==> config.mk <==
export PLATFORM = sky130hd
export DESIGN_NAME = pmic_i2c_target
export DESIGN_NICKNAME = d
export VERILOG_FILES = /design/src/rtl/pmic_i2c_pkg.sv /design/src/rtl/i2c_line_sync.sv /design/src/rtl/i2c_reg_pointer.sv /design/src/rtl/pmic_i2c_target.sv
export SDC_FILE = /design/constraint.sdc
export NUM_CORES = 1
export LEC_CHECK = 0
export BUFFER_PORTS_ARGS = -buffer_cell sky130_fd_sc_hd__buf_2
export CORE_UTILIZATION = 25
export CTS_CLUSTER_SIZE = 8
export DETAILED_ROUTE_END_ITERATION = 8
export PLACE_DENSITY = 0.5
export RECOVER_POWER = 50
export SYNTH_ARGS = -nofsm -noshare
export SYNTH_HDL_FRONTEND = slang
export SYNTH_SLANG_ARGS = --single-unit
==> constraint.sdc <==
create_clock -name clk -period 2.5 [get_ports clk]
set_input_delay 0.125 -clock clk [delete_from_list [all_inputs] [get_ports clk]]
set_output_delay 0.125 -clock clk [all_outputs]
set_load 0.02 [all_outputs]
==> src/rtl/pmic_i2c_pkg.sv <==
package pmic_i2c_pkg;

  localparam int BYTE_W = 8;

  typedef enum logic [3:0] {
    ST_IDLE,
    ST_ADDR,
    ST_ACK_ADDR,
    ST_SUB,
    ST_ACK_SUB,
    ST_WDATA,
    ST_ACK_WDATA,
    ST_RDATA,
    ST_RACK
  } tgt_state_e;

endpackage

==> src/rtl/i2c_line_sync.sv <==
module i2c_line_sync #(
  parameter int STAGES = 2
) (
  input  logic clk,
  input  logic rst_n,
  input  logic scl_i,
  input  logic sda_i,
  output logic sda_s,
  output logic scl_rise,
  output logic scl_fall,
  output logic cond_start,
  output logic cond_stop
);

  logic [STAGES-1:0] scl_ff, sda_ff;
  logic              scl_prev, sda_prev;
  logic              scl_s;

  always_ff @(posedge clk or negedge rst_n) begin
    if (!rst_n) begin
      scl_ff   <= '1;
      sda_ff   <= '1;
      scl_prev <= 1'b1;
      sda_prev <= 1'b1;
    end else begin
      scl_ff   <= {scl_ff[STAGES-2:0], scl_i};
      sda_ff   <= {sda_ff[STAGES-2:0], sda_i};
      scl_prev <= scl_ff[STAGES-1];
      sda_prev <= sda_ff[STAGES-1];
    end
  end

  assign scl_s      = scl_ff[STAGES-1];
  assign sda_s      = sda_ff[STAGES-1];
  assign scl_rise   = scl_s & ~scl_prev;
  assign scl_fall   = ~scl_s & scl_prev;
  // data edges while the clock is held high mark bus conditions
  assign cond_start = scl_s & scl_prev & sda_prev & ~sda_s;
  assign cond_stop  = scl_s & scl_prev & ~sda_prev & sda_s;

endmodule

==> src/rtl/i2c_reg_pointer.sv <==
module i2c_reg_pointer #(
  parameter int ADDR_W = 8
) (
  input  logic              clk,
  input  logic              rst_n,
  input  logic              load,
  input  logic [ADDR_W-1:0] load_val,
  input  logic              inc,
  output logic [ADDR_W-1:0] ptr
);

  logic [ADDR_W-1:0] ptr_d;

  always_comb begin
    ptr_d = ptr;
    if (load)     ptr_d = load_val;
    else if (inc) ptr_d = ptr + ADDR_W'(1);
  end

  always_ff @(posedge clk or negedge rst_n) begin
    if (!rst_n)          ptr <= '0;
    else if (load | inc) ptr <= ptr_d;
  end

endmodule

==> src/rtl/pmic_i2c_target.sv <==
module pmic_i2c_target
  import pmic_i2c_pkg::*;
#(
  parameter int          ADDR_W      = 8,
  parameter logic [3:0]  GROUP_ID    = 4'b1001,
  parameter logic [2:0]  DEVICE_ID   = 3'b000,
  parameter int          SYNC_STAGES = 2
) (
  input  logic              clk,
  input  logic              rst_n,
  input  logic              scl_i,
  input  logic              sda_i,
  output logic              sda_oe,
  input  logic              read_lock,
  output logic [ADDR_W-1:0] reg_addr,
  output logic [BYTE_W-1:0] reg_wdata,
  output logic              reg_we,
  input  logic [BYTE_W-1:0] reg_rdata,
  output logic              reg_re
);

  localparam logic [6:0]       TARGET_ADDR = {GROUP_ID, DEVICE_ID};
  localparam int               CNT_W       = $clog2(BYTE_W + 1);
  localparam logic [CNT_W-1:0] CNT_FULL    = CNT_W'(BYTE_W);
  localparam logic [CNT_W-1:0] CNT_LAST    = CNT_W'(BYTE_W - 1);

  logic sda_s, scl_rise, scl_fall, cond_start, cond_stop;

  i2c_line_sync #(.STAGES(SYNC_STAGES)) u_sync (
    .clk        (clk),
    .rst_n      (rst_n),
    .scl_i      (scl_i),
    .sda_i      (sda_i),
    .sda_s      (sda_s),
    .scl_rise   (scl_rise),
    .scl_fall   (scl_fall),
    .cond_start (cond_start),
    .cond_stop  (cond_stop)
  );

  tgt_state_e        state_q, state_d;
  logic [CNT_W-1:0]  cnt_q, cnt_d;
  logic [BYTE_W-1:0] sh_q, sh_d;
  logic              rw_q, rw_d;
  logic              nack_q, nack_d;
  logic              oe_q, oe_d;
  logic              ptr_load, ptr_inc;
  logic [ADDR_W-1:0] ptr;

  i2c_reg_pointer #(.ADDR_W(ADDR_W)) u_ptr (
    .clk      (clk),
    .rst_n    (rst_n),
    .load     (ptr_load),
    .load_val (ADDR_W'(sh_q)),
    .inc      (ptr_inc),
    .ptr      (ptr)
  );

  always_comb begin
    state_d  = state_q;
    cnt_d    = cnt_q;
    sh_d     = sh_q;
    rw_d     = rw_q;
    nack_d   = nack_q;
    oe_d     = oe_q;
    reg_we   = 1'b0;
    reg_re   = 1'b0;
    ptr_load = 1'b0;
    ptr_inc  = 1'b0;
    if (cond_start) begin
      state_d = ST_ADDR;
      cnt_d   = '0;
      oe_d    = 1'b0;
    end else if (cond_stop) begin
      state_d = ST_IDLE;
      cnt_d   = '0;
      oe_d    = 1'b0;
    end else begin
      case (state_q)
        ST_ADDR, ST_SUB, ST_WDATA: begin
          if (scl_rise && cnt_q != CNT_FULL) begin
            sh_d  = {sh_q[BYTE_W-2:0], sda_s};
            cnt_d = cnt_q + CNT_W'(1);
          end else if (scl_fall && cnt_q == CNT_FULL) begin
            cnt_d = '0;
            if (state_q == ST_ADDR) begin
              if (sh_q[BYTE_W-1:1] == TARGET_ADDR) begin
                oe_d    = 1'b1;
                rw_d    = sh_q[0];
                state_d = ST_ACK_ADDR;
              end else begin
                state_d = ST_IDLE;
              end
            end else if (state_q == ST_SUB) begin
              oe_d     = 1'b1;
              ptr_load = 1'b1;
              state_d  = ST_ACK_SUB;
            end else begin
              oe_d    = 1'b1;
              reg_we  = 1'b1;
              ptr_inc = 1'b1;
              state_d = ST_ACK_WDATA;
            end
          end
        end
        ST_ACK_ADDR: begin
          if (scl_fall) begin
            if (rw_q) begin
              reg_re  = 1'b1;
              ptr_inc = ~read_lock;
              sh_d    = reg_rdata;
              oe_d    = ~reg_rdata[BYTE_W-1];
              cnt_d   = '0;
              state_d = ST_RDATA;
            end else begin
              oe_d    = 1'b0;
              state_d = ST_SUB;
            end
          end
        end
        ST_ACK_SUB, ST_ACK_WDATA: begin
          if (scl_fall) begin
            oe_d    = 1'b0;
            state_d = ST_WDATA;
          end
        end
        ST_RDATA: begin
          if (scl_fall) begin
            if (cnt_q == CNT_LAST) begin
              oe_d    = 1'b0;
              cnt_d   = '0;
              state_d = ST_RACK;
            end else begin
              sh_d  = {sh_q[BYTE_W-2:0], 1'b0};
              oe_d  = ~sh_q[BYTE_W-2];
              cnt_d = cnt_q + CNT_W'(1);
            end
          end
        end
        ST_RACK: begin
          if (scl_rise) nack_d = sda_s;
          if (scl_fall) begin
            if (nack_q) begin
              state_d = ST_IDLE;
            end else begin
              reg_re  = 1'b1;
              ptr_inc = ~read_lock;
              sh_d    = reg_rdata;
              oe_d    = ~reg_rdata[BYTE_W-1];
              cnt_d   = '0;
              state_d = ST_RDATA;
            end
          end
        end
        default: ;
      endcase
    end
  end

  always_ff @(posedge clk or negedge rst_n) begin
    if (!rst_n) begin
      state_q <= ST_IDLE;
      cnt_q   <= '0;
      sh_q    <= '0;
      rw_q    <= 1'b0;
      nack_q  <= 1'b0;
      oe_q    <= 1'b0;
    end else begin
      state_q <= state_d;
      cnt_q   <= cnt_d;
      sh_q    <= sh_d;
      rw_q    <= rw_d;
      nack_q  <= nack_d;
      oe_q    <= oe_d;
    end
  end

  assign sda_oe    = oe_q;
  assign reg_wdata = sh_q;
  assign reg_addr  = (rw_q && read_lock) ? '0 : ptr;

endmodule

==> results.json, run 1 <==
{
  "postSynthAreaPerCell_sq_um": 8.86,
  "vias": 1982,
  "area_delta_synth_final_pct": 14.9,
  "hold_class": "input port to register",
  "dr_wl_met2_um": 2640,
  "clock.fmax_ghz": 0.452,
  "holdWs_ns": 0.150,
  "drcViolationCount": 0,
  "p_int_mw": 1.25,
  "grt_pass1_wl_um": 10100,
  "io_pins": 32,
  "via_per_inst": 4.97,
  "post-route-min-period_ns": 2.21,
  "endpoint_kind": "register",
  "final_max_slew_viol_count": 34,
  "ant_nets": 0,
  "start_util_pct": 25.9,
  "critPathLaunchType": "register",
  "final_cells": 399,
  "switching_share_pct": 43.9,
  "finalCritPeriodShare_pct": 88.5,
  "failed_checks": "capacitance limit, slew limit",
  "r2r-start": "cnt_q[0]",
  "io_buffers": 31,
  "p_sw_mw": 0.980,
  "finalPower_mw": 2.23,
  "ys.flop_type": "dfrtp_1",
  "synth_mux_area_share_pct": 6.84,
  "first_pass_iters": 4,
  "synth-edff-count": 0,
  "critical-path-top-delay-family": "simple AND/OR/NAND/NOR gates",
  "multi_input_area_sq_um": 1290,
  "maxSlewHeadroom_pct": -20.0,
  "crit_chain": "inv_1, ha_1, nand3b_4, or3b_1, a32o_2, o21ai_2, mux2_2",
  "crit_required_ns": 2.68,
  "cts-root-buf": "clkbuf_8",
  "met3WireLength_um": 243,
  "power_frac_comb_pct": 41.1,
  "skew_ns": 0.00995,
  "pwr-share-clk_pct": 18.0,
  "drt-total-wl_um": 5760,
  "cts_sinks": 33,
  "clk_pin_slew_ns": 0.07,
  "crit_type": "register to register",
  "antennaDiodeCount": 0,
  "top_layer": "met4",
  "status": "finished, violations left",
  "final-setup-viol-count": 0,
  "async_flop_share_pct": 100,
  "post_drt_wl_per_cell_um": 14.4,
  "leakage_nw": 1.13,
  "startpoint": "cnt_q[0]",
  "synth_top_area_cell": "dfrtp_1",
  "synth_top_area_share_pct": 29.8,
  "crit_arrival_ns": 2.39,
  "placed_cells": 388,
  "met1Wirelength_um": 2830,
  "cts_buffers": 5,
  "sequentialPowerShare_pct": 40.9,
  "synth_area_sq_um": 2270,
  "slowest_delay_ns": 0.42,
  "ir_drop_mv": 0.427,
  "htreeDepth": 2,
  "synth_xor_area_share_pct": 0.772,
  "grt_usage_pct": 13.1,
  "core-area_sq_um": 8760,
  "layout.area.seq_sq_um": 833,
  "crit_buf_inv": 1,
  "cts.repair.resized": 0,
  "die_x_um": 97.3,
  "synth_cell_types": 64,
  "drv_cap": 1,
  "grt_pass1_vias": 1945,
  "die_h_um": 97.3,
  "ys_seq_elements": 33,
  "p_per_area_nw_per_um2": 857,
  "place_hpwl_um": 4180,
  "synth_top_family_by_area": "simple AND/OR/NAND/NOR gates",
  "grt_max_degree": 34,
  "rows": 34,
  "finalWeightedCongestion": 0.810,
  "ys_warn_count": 0,
  "tightest_slew_ns": 1.80,
  "fin_nets": 306,
  "cts_tree": "done",
  "postSynthCellCount": 256,
  "clock_path_buffers": 2,
  "synth_fa_ha_area_share_pct": 1.65,
  "synth_area_leaders": "dfrtp_1 (30%), dfstp_2 (6.9%), nand2_1 (6.3%), mux2_2 (6.0%), a21oi_1 (5.3%)",
  "synth_compound_area_share_pct": 20.4,
  "final_cell_mix": "nand2_1 (38), dfrtp_1 (27), buf_2 (25)",
  "syn_nets": 272,
  "final_core_util_pct": 29.7,
  "rsz0062_at_grt": "no",
  "ys_seq_area_share_pct": 36.7,
  "drt_iter0_drc": 196,
  "antenna_found_initial": 0,
  "cp_max_fo": 7,
  "fin_setup_tns_ns": 0,
  "min-delay-start": "reg_rdata[3]",
  "synthSimpleGateAreaFrac_pct": 27.4,
  "slowest_stage": "dfrtp_1",
  "nFillCells": 958,
  "overflow": 0,
  "drive_gt1_share_pct": 23.4,
  "layout_commonest_cell": "nand2_1",
  "ff2ff_setup_slack_ns": 0.29,
  "die-area_sq_um": 9460,
  "clk-insertion-delay-late_ns": 0.29,
  "hold_viol": 0
}
==> state kept, by name, indices dropped and copies added (netlist names), 2 cells and up <==
signal         flops
reg_wdata          8
u_ptr.ptr          8
cnt_q              4
state_q            4
u_sync.scl_ff      2
u_sync.sda_ff      2
==> metal layers <==
metal	track usage, %	vias to the layer above
li1	-	988
met3	3.24	6
met4	2.83	0
met1	18.4	947
met5	0	-
met2	20.3	41
==> cell type report <==
cell class	instances	area share, %
inverters	11	1.58
well taps	108	5.18
repair buffers	39	8.26
clock buffers	5	2.64
clock inverters	3	0.672
flip-flops and latches	33	32.0
multi-input cells	200	49.7
==> repair_timing <==
action | CTS | global route
hold buffers | 3 | 0
endpoints found under the hold margin | 29 | 0
buffers inserted | 0 | 0
==> final timing paths <==
| kind | end | cells after the start |
|---|---|---|
| worst max-delay path | cnt_q[1] | 7 |
| worst min-delay path | reg_wdata[3] | 4 |
| worst max register to register | cnt_q[1] | 7 |
| worst min register to register | u_sync.scl_ff[1] | 0 |
| max in group asynchronous | nack_q | 2 |
| min in group asynchronous | u_ptr.ptr[5] | 2 |
==> power groups by stage <==
stage	clock (mW)	combinational (mW)	sequential [mW]
floorplan	0	0.769	0.860
global placement	0	0.931	0.927
detailed placement	0	0.929	0.920
CTS	0.421	0.936	0.908
global route	0.447	1.03	0.946
finish	0.401	0.918	0.913
==> per-stage QoR <==
stage | area, sq um | setup slack (ns)
global route | 2610 | 0.125
finish | 2610 | 0.288
detailed placement | 2500 | 0.303
floorplan | 2270 | 0.463
CTS | 2610 | 0.291
global placement | 2500 | 0.344
==> Yosys cell counts, types with 2 or more instances <==
cell      count
mux2_2       12
o211ai_1      3
nor2_1       20
dfstp_2       6
a21o_1        2
o21ai_0       8
inv_1        11
or3_1         3
and3_1        4
nand2b_1      3
mux2i_1       2
ha_1          3
buf_2         3
and2_1       10
nor3_1        4
nor4b_1       2
and2b_1       3
o22ai_1       3
a31oi_1       5
o22a_1        5
dfrtp_1      27
o21ai_1       2
or2_1         2
buf_6         6
nand3b_1      5
nand2_1      38
nand3_1       4
a21oi_1      24
==> worst reg2reg max path, cell delays in order (launching register included) <==
cell	delay, ns
dfrtp_1	0.42
inv_1	0.07
ha_1	0.18
nand3b_4	0.14
or3b_1	0.41
a32o_2	0.30
o21ai_2	0.22
mux2_2	0.36
==> cells by family (layout without fill, tap and decap cells) <==
logic type,Yosys count,count (layout)
buf+inv,23,58
xor+xnor,2,2
flops,33,33
fa+ha+maj,3,3
mux,14,14
compound gates,68,68
simple gates,113,113
Power figures use the tool's default switching activity.
==> inputs of run 2 (changes only) <==
CTS_CLUSTER_SIZE = default   (was 8)
PLACE_DENSITY = 0.38   (was 0.5)
SLEW_MARGIN = 20   (was default)
==> run 2 against run 1 <==
The flow now finishes without violations. Utilization increased by 0.31 points. Sequential share of layout area decreased by 0.33 points. Die area unchanged. Clock power increased by 3%. Count of clock-buffer cells in the layout unchanged. Via count increased by 3.1%. Setup slack improved by 0.019 ns. Largest cell class unchanged. Largest power group unchanged. Highest routed layer unchanged.
==> results.json, run 2 (same netlist as run 1, synthesis figures left out) <==
{
  "status": "complete, no violations",
  "endpoint_kind": "register",
  "crit_chain": "inv_1, ha_1, nand3b_4, or3b_1, a32o_2, o21ai_2, mux2_2",
  "area_delta_synth_final_pct": 16.1,
  "rsz0062_at_grt": "no",
  "clock.fmax_ghz": 0.456,
  "grt_pass1_wl_um": 10400,
  "rows": 34,
  "drv_cap": 0,
  "place_area_sq_um": 2530,
  "drive_gt1_share_pct": 23.7,
  "start_util_pct": 25.9,
  "place_hpwl_um": 4550,
  "cts_sinks": 33,
  "io_buffers": 31,
  "clk_pin_slew_ns": 0.08,
  "p_per_area_nw_per_um2": 862,
  "drt_iter0_drc": 92,
  "hold_class": "input port to register",
  "die_h_um": 97.3,
  "final_area_sq_um": 2630,
  "hold_viol": 0,
  "final_cell_mix": "nand2_1 (38), dfrtp_1 (27), a21oi_1 (24)",
  "holdWs_ns": 0.147,
  "crit_required_ns": 2.68,
  "core-area_sq_um": 8760,
  "power_frac_comb_pct": 42.2,
  "crit_type": "register to register",
  "tightest_slew_ns": 0.783,
  "vias": 2043,
  "die_x_um": 97.3,
  "slowest_stage": "dfrtp_1",
  "fin_nets": 310,
  "ant_nets": 0,
  "fin_setup_tns_ns": 0,
  "first_pass_iters": 4,
  "cts_tree": "done",
  "final_max_slew_viol_count": 0,
  "crit_arrival_ns": 2.37,
  "placed_cells": 392,
  "cts_buffers": 5,
  "drcViolationCount": 0,
  "cts-root-buf": "clkbuf_8",
  "grt_usage_pct": 13.7,
  "via_per_inst": 5.07,
  "sequentialPowerShare_pct": 39.6,
  "p_int_mw": 1.27,
  "final_core_util_pct": 30.1,
  "antennaDiodeCount": 0,
  "grt_pass1_vias": 2014,
  "grt_max_degree": 34,
  "antenna_found_initial": 0,
  "slowest_delay_ns": 0.43,
  "overflow": 0,
  "setup_slack_ns": 0.307,
  "post_drt_wl_per_cell_um": 15.2,
  "ir_drop_mv": 0.369,
  "final_cells": 403,
  "dp_slack_ns": 0.323,
  "skew_ns": 0.00321,
  "htreeDepth": 2,
  "clk-insertion-delay-late_ns": 0.29,
  "cp_max_fo": 7,
  "die-area_sq_um": 9460,
  "finalPower_mw": 2.27,
  "cts_setup_buffers": 0,
  "drt-total-wl_um": 6130,
  "finalCritPeriodShare_pct": 87.7,
  "pwr-share-clk_pct": 18.3,
  "critPathLaunchType": "register",
  "switching_share_pct": 44.0,
  "io_pins": 32,
  "p_sw_mw": 1.00,
  "layout_commonest_cell": "nand2_1",
  "maxSlewHeadroom_pct": 47.8,
  "finalWeightedCongestion": 0.791,
  "post-route-min-period_ns": 2.19,
  "clock_path_buffers": 2,
  "final-setup-viol-count": 0,
  "leakage_nw": 1.14
}
## run 2: per-layer routing
layer | GRT usage, % | routed length [um] | vias to the layer above
met5 | 0 | 0 | -
met4 | 4.41 | 109 | 0
met3 | 2.95 | 245 | 8
met2 | 21.1 | 2820 | 47
met1 | 19.2 | 2960 | 989
li1 | - | - | 999
## run 2: worst max-delay path: cells and delay by family, from the launching register on
family          cells  cell delay [ns]
simple gates        2             0.53
compound gates      2             0.51
flops               1             0.43
mux                 1             0.35
fa+ha+maj           1             0.19
buf+inv             1             0.07
## run 2: final timing paths
path / startpoint / endpoint / slack (ns) / cells after the start
max in group asynchronous: rst_n / reg_wdata[5] / 1.55 / 2
worst max register to register: cnt_q[0] / cnt_q[0] / 0.31 / 7
worst min-delay path: reg_rdata[3] / reg_wdata[3] / 0.15 / 4
min in group asynchronous: rst_n / cnt_q[2] / 0.45 / 2
worst max-delay path: cnt_q[0] / cnt_q[0] / 0.31 / 7
worst min register to register: u_sync.sda_ff[0] / u_sync.sda_ff[1] / 0.36 / 0
## run 2: layout make-up
type                    instances  area (sq um)
clock buffers                   5          68.8
repair buffers                 43           243
clock inverters                 3          17.5
fillers                       963          6130
multi-input cells             200          1290
well taps                     108           135
flip-flops and latches         33           833
inverters                      11          41.3
## run 2: power groups by stage
stage	combinational, mW	sequential, mW	clock, mW
6_report	0.957	0.898	0.415
5_1_grt	1.07	0.931	0.460
4_1_cts	0.987	0.897	0.439
3_5_place_dp	0.978	0.906	0
3_3_place_gp	0.988	0.912	0
2_1_floorplan	0.769	0.860	0
## run 2: repair_timing
| action | CTS | global route |
|---|---|---|
| endpoints found under the hold margin | 29 | 0 |
| hold buffers | 3 | 0 |
| gates resized for setup | 0 | 0 |
==> inputs of run 3 (changes only) <==
--- a/constraint.sdc
+++ b/constraint.sdc
@@ -3,2 +3,2 @@
 set_output_delay 0.125 -clock clk [all_outputs]
-set_load 0.02 [all_outputs]
+set_load 0.01 [all_outputs]
==> run 3 against run 2 <==
Worst hold slack improved by 0.0052 ns. Combinational power down 5.3%. Sequential cell count did not move. Clock power grew 30%. Routed wire length grew 1.7%. Setup slack gained 0.029 ns. Register-to-register slack better by 0.03 ns. Non-clock buffer count increased by 1. Critical path type unchanged. Largest power group unchanged. Die area stayed put.
==> results.json, run 3 (same netlist as run 1, synthesis figures left out) <==
{
  "die_h_um": 97.3,
  "cts-root-buf": "clkbuf_8",
  "final_cell_mix": "nand2_1 (38), dfrtp_1 (27), a21oi_1 (24)",
  "clock_path_buffers": 2,
  "finalWeightedCongestion": 0.801,
  "crit_type": "register to register",
  "status": "complete, no violations",
  "hold_viol": 0,
  "slowest_delay_ns": 0.42,
  "area_delta_synth_final_pct": 17.9,
  "slowest_stage": "dfrtp_1",
  "post-route-min-period_ns": 2.16,
  "drive_gt1_share_pct": 23.6,
  "crit_required_ns": 2.68,
  "first_pass_iters": 4,
  "htreeDepth": 2,
  "drcViolationCount": 0,
  "critPathLaunchType": "register",
  "holdWs_ns": 0.153,
  "grt_max_degree": 34,
  "cts_sinks": 33,
  "antenna_found_initial": 0,
  "p_per_area_nw_per_um2": 879,
  "final_core_util_pct": 30.5,
  "fin_setup_tns_ns": 0,
  "cts_buffers": 5,
  "vias": 1987,
  "crit_chain": "inv_1, ha_1, nand3b_4, or3b_1, a32o_2, o21ai_2, mux2_2",
  "io_buffers": 31,
  "io_pins": 32,
  "placed_cells": 393,
  "clk_pin_slew_ns": 0.08,
  "die_x_um": 97.3,
  "layout_commonest_cell": "nand2_1",
  "clk-insertion-delay-late_ns": 0.29,
  "finalPower_mw": 2.35,
  "grt_pass1_vias": 1959,
  "maxSlewHeadroom_pct": 48.3,
  "endpoint_kind": "register",
  "via_per_inst": 4.92,
  "nFillCells": 956,
  "fin_nets": 311,
  "drt-total-wl_um": 6230,
  "grt_usage_pct": 13.7,
  "antennaDiodeCount": 0,
  "ir_drop_mv": 0.316,
  "ant_nets": 0,
  "grt_pass1_wl_um": 10300,
  "die-area_sq_um": 9460,
  "start_util_pct": 25.9,
  "final_cells": 404,
  "cp_max_fo": 7,
  "skew_ns": 0.00977,
  "layout.area.seq_sq_um": 833,
  "clock.fmax_ghz": 0.462,
  "core-area_sq_um": 8760,
  "drt_iter0_drc": 69,
  "finalCritPeriodShare_pct": 86.6,
  "multi_input_area_sq_um": 1290,
  "post_drt_wl_per_cell_um": 15.4,
  "leakage_nw": 1.16,
  "rsz0062_at_grt": "no",
  "place_hpwl_um": 4650,
  "final_max_slew_viol_count": 0,
  "crit_arrival_ns": 2.34,
  "overflow": 0,
  "cts.repair.resized": 0,
  "drv_cap": 0,
  "cts_setup_buffers": 0,
  "cts_tree": "done",
  "final-setup-viol-count": 0,
  "hold_class": "input port to register",
  "tightest_slew_ns": 0.776,
  "rows": 34
}
## run 3: per-layer routing
metal	global-route usage (%)	wire (um)	vias up
li1	-	-	996
met3	2.81	186	6
met4	4.86	106	0
met2	20.7	2760	36
met5	0	0	-
met1	19.2	3180	949
## run 3: metrics by stage
stage / worst slack [ns] / cell area (sq um)
after floorplan: 0.463 / 2270
after global placement: 0.334 / 2530
after detailed placement: 0.348 / 2530
after CTS: 0.333 / 2690
after global routing: 0.189 / 2670
final: 0.336 / 2670
## run 3: worst max-delay path, delay by kind of cell (launching register included)
family	cells	cell delay (ns)
compound gates	2	0.51
fa+ha+maj	1	0.18
buf+inv	1	0.07
flops	1	0.42
mux	1	0.35
simple gates	2	0.52
## run 3: power by group
| part | total (mW) | internal, mW | switching [mW] |
|---|---|---|---|
| Clock | 0.538 | 0.324 | 0.214 |
| Combinational | 0.906 | 0.420 | 0.487 |
| Sequential | 0.905 | 0.657 | 0.249 |
| Total | 2.35 | 1.40 | 0.949 |
## run 3: cell type report
type,instances,share of cell area (%)
repair buffers,44,9.31
clock buffers,6,3.09
well taps,108,5.05
clock inverters,2,1.40
multi-input cells,200,48.4
flip-flops and latches,33,31.2
inverters,11,1.54
## run 3: worst paths after layout
| check | startpoint | endpoint | slack (ns) | cells past startpoint |
|---|---|---|---|---|
| worst max-delay path | cnt_q[0] | cnt_q[0] | 0.34 | 7 |
| worst min-delay path | reg_rdata[5] | reg_wdata[5] | 0.15 | 4 |
| worst max register to register | cnt_q[0] | cnt_q[0] | 0.34 | 7 |
| worst min register to register | u_sync.sda_ff[0] | u_sync.sda_ff[1] | 0.36 | 0 |
| max in group asynchronous | rst_n | u_ptr.ptr[7] | 1.55 | 2 |
| min in group asynchronous | rst_n | cnt_q[2] | 0.45 | 2 |
## run 3: repair_timing
item                                    CTS  global route
hold endpoints to repair                 29             0
hold buffers                              3             0
endpoints found under the setup margin    0             0
